$ cat src/rtl/region_attr_file.sv
module region_attr_file #(
  parameter int ADDR_W = 32,
  parameter int IDX_W  = 8
) (
  input  logic              clk,
  input  logic              rst_n,
  input  logic              cmd_valid,
  output logic              cmd_ready,
  input  logic              cmd_op,
  input  logic [ADDR_W-1:0] cmd_addr,
  input  logic [ADDR_W-1:0] cmd_len,
  input  logic              cmd_val,
  output logic              rd_valid,
  output logic              rd_bit,
  output logic              busy,
  input  logic [ADDR_W-1:0] lk_addr,
  input  logic              lk_is_prog,
  output logic              lk_cacheable
);
  localparam int NREG  = 1 << IDX_W;
  localparam int SHIFT = ADDR_W - IDX_W;

  logic [NREG-1:0]  attr_q;
  logic             busy_q, val_q;
  logic [IDX_W-1:0] cur_q, last_q;
  logic [ADDR_W:0]  end_addr;
  logic [IDX_W-1:0] first_idx, last_idx;
  logic             accept;

  assign accept    = cmd_valid && !busy_q;
  assign cmd_ready = !busy_q;
  assign busy      = busy_q;
  assign end_addr  = {1'b0, cmd_addr} + {1'b0, cmd_len} - {{ADDR_W{1'b0}}, 1'b1};
  assign first_idx = cmd_addr[ADDR_W-1:SHIFT];
  assign last_idx  = end_addr[ADDR_W] ? {IDX_W{1'b1}} : end_addr[ADDR_W-1:SHIFT];
  assign lk_cacheable = lk_is_prog | attr_q[lk_addr[ADDR_W-1:SHIFT]];

  always_ff @(posedge clk or negedge rst_n) begin
    if (!rst_n) begin
      attr_q   <= '0;
      busy_q   <= 1'b0;
      val_q    <= 1'b0;
      cur_q    <= '0;
      last_q   <= '0;
      rd_valid <= 1'b0;
      rd_bit   <= 1'b0;
    end else begin
      rd_valid <= accept && !cmd_op;
      if (accept && !cmd_op) rd_bit <= attr_q[first_idx];
      if (busy_q) begin
        attr_q[cur_q] <= val_q;
        if (cur_q == last_q) busy_q <= 1'b0;
        else                 cur_q  <= cur_q + 1'b1;
      end else if (accept && cmd_op && (cmd_len != '0)) begin
        busy_q <= 1'b1;
        val_q  <= cmd_val;
        cur_q  <= first_idx;
        last_q <= last_idx;
      end
    end
  end


  prog_fetch_chk: assert property (@(posedge clk) disable iff (!rst_n)
    lk_is_prog |-> lk_cacheable);


  zero_len_idle_chk: assert property (@(posedge clk) disable iff (!rst_n)
    (cmd_valid && cmd_ready && cmd_op && cmd_len == '0) |=> !busy);


  rd_resp_chk: assert property (@(posedge clk) disable iff (!rst_n)
    (cmd_valid && cmd_ready && !cmd_op) |=> rd_valid);


  no_rd_when_busy_chk: assert property (@(posedge clk) disable iff (!rst_n)
    busy |=> !rd_valid);


  attr_quiet_chk: assert property (@(posedge clk) disable iff (!rst_n)
    (!busy && !(cmd_valid && cmd_op)) |=> $stable(attr_q));


  cur_bound_chk: assert property (@(posedge clk) disable iff (!rst_n)
    busy |-> (cur_q <= last_q));
endmodule

$ cat config.mk
export PLATFORM = sky130hd
export DESIGN_NAME = region_attr_file
export DESIGN_NICKNAME = d
export VERILOG_FILES = /design/src/rtl/region_attr_file.sv
export SDC_FILE = /design/constraint.sdc
export NUM_CORES = 1
export LEC_CHECK = 0
export BUFFER_PORTS_ARGS = -buffer_cell sky130_fd_sc_hd__buf_2
export CORE_ASPECT_RATIO = 1.1
export CORE_MARGIN = 1.5
export CORE_UTILIZATION = 56
export CTS_CLUSTER_DIAMETER = 120
export DETAILED_ROUTE_END_ITERATION = 10
export PLACE_DENSITY = 0.77
export SLEW_MARGIN = 25
export SYNTH_ARGS = -nofsm -noshare
export SYNTH_HDL_FRONTEND = slang
export SYNTH_SLANG_ARGS = --single-unit
export TNS_END_PERCENT = 50
$ cat constraint.sdc
create_clock -name clk -period 2 [get_ports clk]
set_input_delay 0.1 -clock clk [delete_from_list [all_inputs] [get_ports clk]]
set_output_delay 0.1 -clock clk [all_outputs]
set_load 0.05 [all_outputs]
==> results.cfg, run 1 <==
[route]
via_per_inst = 6.366
drcViolationCount = 0
dr.pass1.iters = 7
ant_nets = 0
via_count = 14788
wirelength_um = 54840
wl_per_cell_um = 23.61
drtIter0Drc = 1314

[floorplan]
die_y_um = 190.5
fp.dieW_um = 173.4
initial_utilization_pct = 56.99
ios = 107
coreArea_sq_um = 31400
rows = 68
die_area_sq_um = 33040

[sta]
setup_tns_ps = -1232
finalCriticalPeriod_ps = 2837
max_freq_ghz = 0.3524
maxSlewViolCount = 0
finClkSkew_ps = 30.78
setup_viol = 2
setup_ws_ps = -837.3
timing.final.hold_violations = 1
fin_crit_sh_pct = 141.9
rsz0062_at_grt = true
max_slew_margin_pct = 51.60
worst_slew_pin_slew_ps = 725.9
holdWs_ps = -10.49

[power_and_ir_drop]
power_mw = 20.63
power_density_nw_per_um2 = 917.0
power.leakage_nw = 10.57
peakVddDrop_uv = 777.9

[synthesis]
synthesis.area_sq_um = 17890
synth_top_area_share_pct = 38.60
yosys-top-cells-count = 276 x dfrtp_1, 253 x nor2_1, 177 x mux2_2, 125 x inv_1, 125 x mux4_2
synth_area_leader_cell = dfrtp_1
synth.avg_cell_area_sq_um = 11.13
ys_ff_latch = 276
synth-seq-area-share_pct = 38.60
synth_cell_types = 61
synth_warnings = 0
async_reset_ff_share_pct = 100.0
synth_ff_type = dfrtp_1
ys_top_cells_by_area = dfrtp_1 39%, mux4_2 16%, mux2_2 11%, nor2_1 5.3%, mux2_1 5.0%
synth_edf_count = 0
syn-num-nets = 1774
synth_most_common_cell = dfrtp_1
syn_inst = 1607

[placed_design]
gp_congestion = 0.9657
placed_cells_incl_taps = 2261
io_buffers = 82
hpwlAfterDp_um = 36820
placed_area_sq_um = 20820

[global_route]
grt_max_degree = 71
grt_pass1_vias = 15510
antenna_found_initial = 0
grt_overflow = 0
grt_pass1_wl_um = 85340
track_usage_pct = 33.18

[worst_setup_path]
endpoint_kind = output pin
slowest_delay_ps = 490
crit_path_start_kind = flip-flop
crit_path_top_delay_cell = mux4_2
r2r_slack_ps = -390
critPathTopFamily = compound AO/OA/AOI/OAI gates
worst-setup-path-type = flip-flop to output pin
critPathBufInv = 2
crit_fanout = 3
worstPathRequired_ps = 1900
cpMostUsedCell = a22oi_2
crit_chain = mux4_2 -> a22oi_2 -> nand2_1 -> a22oi_2 -> buf_4 -> o221ai_1 -> nand3_1 -> o2111ai_4 -> buf_6
crit_arrival_ps = 2740

[clock_network]
clock_latency_ps = 580
numCtsBuffers = 30
cts_tree = built
htree_levels = 1
cts_num_sinks = 276
clkSlewWorstSetupHoldPaths_ps = 60
cts_root_buf = clkbuf_16
max-clock-path-buffers = 3

[flow_run]
maxCapViolCount = 0

[cells_and_area]
antenna_cells = 0
final_area_sq_um = 22500
final_net_count = 2046
area_growth_pct = 25.72
fin_util_pct = 71.65
drive_gt1_share_pct = 43.77
fin_cells = 2323

[status]
status = complete, but fails checks
violations = hold timing, setup timing

[min_path]
hp-class = input port to flip-flop
## cells in the final DEF, fill, tap and decap left out, types with 11 or more instances in the layout
| cell type | count |
|---|---|
| dfrtp_1 | 273 |
| buf_4 | 257 |
| nor2_1 | 253 |
| mux2_2 | 177 |
| mux4_2 | 127 |
| inv_1 | 104 |
| mux2_1 | 80 |
| buf_2 | 71 |
| nand2_1 | 67 |
| nand3_1 | 56 |
| ha_1 | 35 |
| clkbuf_16 | 30 |
| ha_4 | 25 |
| buf_12 | 23 |
| inv_2 | 22 |
| a21oi_1 | 22 |
| nor2b_1 | 12 |
| nand4_1 | 11 |
## per-layer routing
| metal | wire length (um) | global-route usage (%) |
|---|---|---|
| met5 | 0 | 0 |
| met4 | 3649 | 19.50 |
| met3 | 4731 | 6.579 |
| met2 | 26760 | 56.12 |
| met1 | 19690 | 39.69 |
## worst paths after layout
path	endpoint	startpoint	cells after the start
max	lk_cacheable	attr_q[247]$_DFFE_PN0P_	9
min	cur_q[0]$_DFFE_PN0P_	cmd_addr[24]	4
max reg2reg	rd_bit$_DFFE_PN0P_	attr_q[247]$_DFFE_PN0P_	7
min reg2reg	attr_q[116]$_DFFE_PN0P_	attr_q[116]$_DFFE_PN0P_	1
max in group asynchronous	attr_q[29]$_DFFE_PN0P_	rst_n	3
min in group asynchronous	attr_q[52]$_DFFE_PN0P_	rst_n	2
## where the power goes
group          total [mW]  internal, mW  switching, mW
Clock                5.76          3.40           2.37
Sequential           7.29          6.38          0.905
Combinational        7.58          3.23           4.34
## timing repair
action                                  4_1_cts  5_1_grt
endpoints found under the setup margin        5       69
hold buffers                                  5        0
hold endpoints to repair                    194        0
pin swaps                                    11       27
buffers inserted                              1        3
gates resized for setup                      21       96
## stage by stage
step	setup WS, ps	hold slack (ps)
after detailed placement	-571.9	112.1
after global routing	-864.7	-0.5126
after floorplan	-521.6	-195.6
after global placement	-539.7	107.8
after CTS	-834.0	40.53
final	-837.3	-10.49
## cells by family (layout without fill, tap and decap cells)
logic type / Yosys count / in the layout / share of synthesized area (%)
xor gates and xnor gates: 12 / 12 / 0.5874
muxes: 403 / 403 / 34.01
buffers and inverters: 255 / 551 / 5.727
adders and majority gates: 65 / 65 / 4.545
DFF: 276 / 276 / 38.60
and+or+nand+nor: 455 / 455 / 10.95
AOI/OAI and AO/OA: 141 / 141 / 5.580
## worst register-to-register path: cells and delay by family (launching register included)
family          cells  cell delay [ps]
flops               1              400
compound gates      2              330
simple gates        3              510
mux                 2             1030
## final cells by class
| type | count | area [sq um] |
|---|---|---|
| clock inverter | 14 | 158.9 |
| tap | 420 | 525.5 |
| timing repair buffer | 365 | 2904 |
| clock buffer | 42 | 865.8 |
| multi-input combinational | 1076 | 10630 |
| fill | 2058 | 8900 |
| sequential | 276 | 6913 |
| inverter | 130 | 501.7 |
## flip-flops by register name (all words and copies together) (netlist names)
register,flops
val_q,1
cur_q,8
rd_valid,1
attr_q,256
busy,1
last_q,8
rd_bit,1
No activity file was read; power rests on OpenSTA's default activity.
==> inputs of run 2 (changes only) <==
--- a/config.mk
+++ b/config.mk
@@ -6,12 +6,14 @@
 export NUM_CORES = 1
 export LEC_CHECK = 0
 export BUFFER_PORTS_ARGS = -buffer_cell sky130_fd_sc_hd__buf_2
+export CELL_PAD_IN_SITES_DETAIL_PLACEMENT = 1
+export CELL_PAD_IN_SITES_GLOBAL_PLACEMENT = 1
 export CORE_ASPECT_RATIO = 1.1
 export CORE_MARGIN = 1.5
-export CORE_UTILIZATION = 56
+export CORE_UTILIZATION = 45
 export CTS_CLUSTER_DIAMETER = 120
 export DETAILED_ROUTE_END_ITERATION = 10
-export PLACE_DENSITY = 0.77
+export PLACE_DENSITY_LB_ADDON = 0.1
 export SLEW_MARGIN = 25
 export SYNTH_ARGS = -nofsm -noshare
 export SYNTH_HDL_FRONTEND = slang
==> results.cfg, run 2 (synthesis results as in run 1) <==
[floorplan]
die_area_sq_um = 40970
coreArea_sq_um = 39180
initial_utilization_pct = 45.67
ios = 107
fp.dieW_um = 193.1
rows = 76
die_y_um = 212.1

[power_and_ir_drop]
power_density_nw_per_um2 = 934.0
peakVddDrop_uv = 635.4
power_mw = 21.05
power.leakage_nw = 10.67

[worst_setup_path]
endpoint_kind = output pin
worstPathRequired_ps = 1900
worst-setup-path-type = flip-flop to output pin
crit_arrival_ps = 2730
crit_fanout = 3
r2r_slack_ps = -290
crit_path_start_kind = flip-flop

[route]
drcViolationCount = 0
via_per_inst = 5.966
ant_nets = 0
dr.pass1.iters = 5
wl_per_cell_um = 25.30
via_count = 14533
wirelength_um = 61620
drtIter0Drc = 961

[min_path]
hp-class = input port to async pin

[sta]
setup_ws_ps = -834.1
maxSlewViolCount = 0
worst_slew_pin_slew_ps = 515.5
finalCriticalPeriod_ps = 2834
max_slew_margin_pct = 65.64
setup_viol = 2
finClkSkew_ps = 9.229
timing.final.hold_violations = 0
max_freq_ghz = 0.3528
fin_crit_sh_pct = 141.7
rsz0062_at_grt = true

[cells_and_area]
area_growth_pct = 25.94
final_area_sq_um = 22540
final_net_count = 2072
largest-register = attr_q
layout_commonest_cell = buf_4
antenna_cells = 0
layout_common_cells = 279 x buf_4, 271 x dfrtp_1, 250 x nor2_1
drive_gt1_share_pct = 42.72
top_regs = attr_q: 256 flops, cur_q: 8 flops, last_q: 8 flops
largest_register_ffs = 256
fin_util_pct = 57.52

[global_route]
track_usage_pct = 30.49
grt_overflow = 0
grt_max_degree = 80
grt_pass1_vias = 15898
antenna_found_initial = 1
grt_pass1_wl_um = 93620

[flow_run]
maxCapViolCount = 0

[clock_network]
cts_num_sinks = 276
cts_tree = built
numCtsBuffers = 31
clkSlewWorstSetupHoldPaths_ps = 60
htree_levels = 1
max-clock-path-buffers = 3
cts_root_buf = clkbuf_16
clock_latency_ps = 590

[placed_design]
io_buffers = 82
hpwlAfterDp_um = 42600
placed_area_sq_um = 21070
gp_congestion = 0.8444

[status]
violations = setup timing
status = complete, but fails checks
==> run 2: worst max-delay path, cell delays in order (launching register included) <==
cell and delay (ps):
dfrtp_1 400, mux4_2 490, a22oi_2 200, nand2_2 130
a22oi_2 190, buf_4 160, a21oi_1 70, a21oi_2 170
o2111ai_4 150, buf_6 180
==> run 2: layer usage <==
metal / GRT usage, % / wire length, um / vias up
li1: - / - / 6381
met1: 37.40 / 24150 / 7539
met2: 52.84 / 31050 / 458
met3: 4.209 / 3430 / 153
met4: 14.32 / 2967 / 2
met5: 0 / 19 / -
==> run 2: path summary, 6_finish.rpt <==
check / endpoint / cells after the start / startpoint
setup / recovery: lk_cacheable / 9 / attr_q[87]$_DFFE_PN0P_
hold / removal: attr_q[35]$_DFFE_PN0P_ / 2 / rst_n
setup reg to reg: rd_bit$_DFFE_PN0P_ / 8 / attr_q[218]$_DFFE_PN0P_
hold reg to reg: attr_q[99]$_DFFE_PN0P_ / 1 / attr_q[99]$_DFFE_PN0P_
max in group asynchronous: val_q$_DFFE_PN0P_ / 3 / rst_n
min in group clk: cur_q[5]$_DFFE_PN0P_ / 4 / cmd_addr[29]
==> run 2: repair_timing <==
item	in CTS	in global routing
resized for setup	24	37
buffers inserted	4	5
endpoints found under the hold margin	281	0
endpoints found under the setup margin	9	106
pin swaps	12	28
hold buffers	6	0
==> run 2: metrics by stage <==
| stage | setup WS, ps | TNS, ps | cells | hold WS (ps) |
|---|---|---|---|---|
| after floorplan | -521.6 | -4344 | 1607 | -195.6 |
| after global placement | -682.6 | -7146 | 2366 | 83.57 |
| after detailed placement | -727.5 | -7711 | 2366 | 89.37 |
| after CTS | -862.0 | -1114 | 2432 | 47.49 |
| after global routing | -887.8 | -1369 | 2436 | 77.10 |
| final | -834.1 | -1122 | 2436 | 64.39 |
==> run 2: power breakdown <==
| group | total (mW) | internal (mW) | switching (mW) | leakage, nW |
|---|---|---|---|---|
| logic | 7.78 | 3.19 | 4.59 | 6.34 |
| clock network | 6.05 | 3.56 | 2.49 | 0.521 |
| registers | 7.22 | 6.39 | 0.826 | 3.80 |
==> run 2: final cells by class <==
class / instances / area (sq um)
Inverter: 130 / 499.2
Clock buffer: 45 / 918.4
Tap cell: 507 / 634.4
Multi-Input combinational cell: 1076 / 10360
Clock inverter: 12 / 148.9
Fill cell: 4119 / 16640
Timing Repair Buffer: 390 / 3054
Sequential cell: 276 / 6915
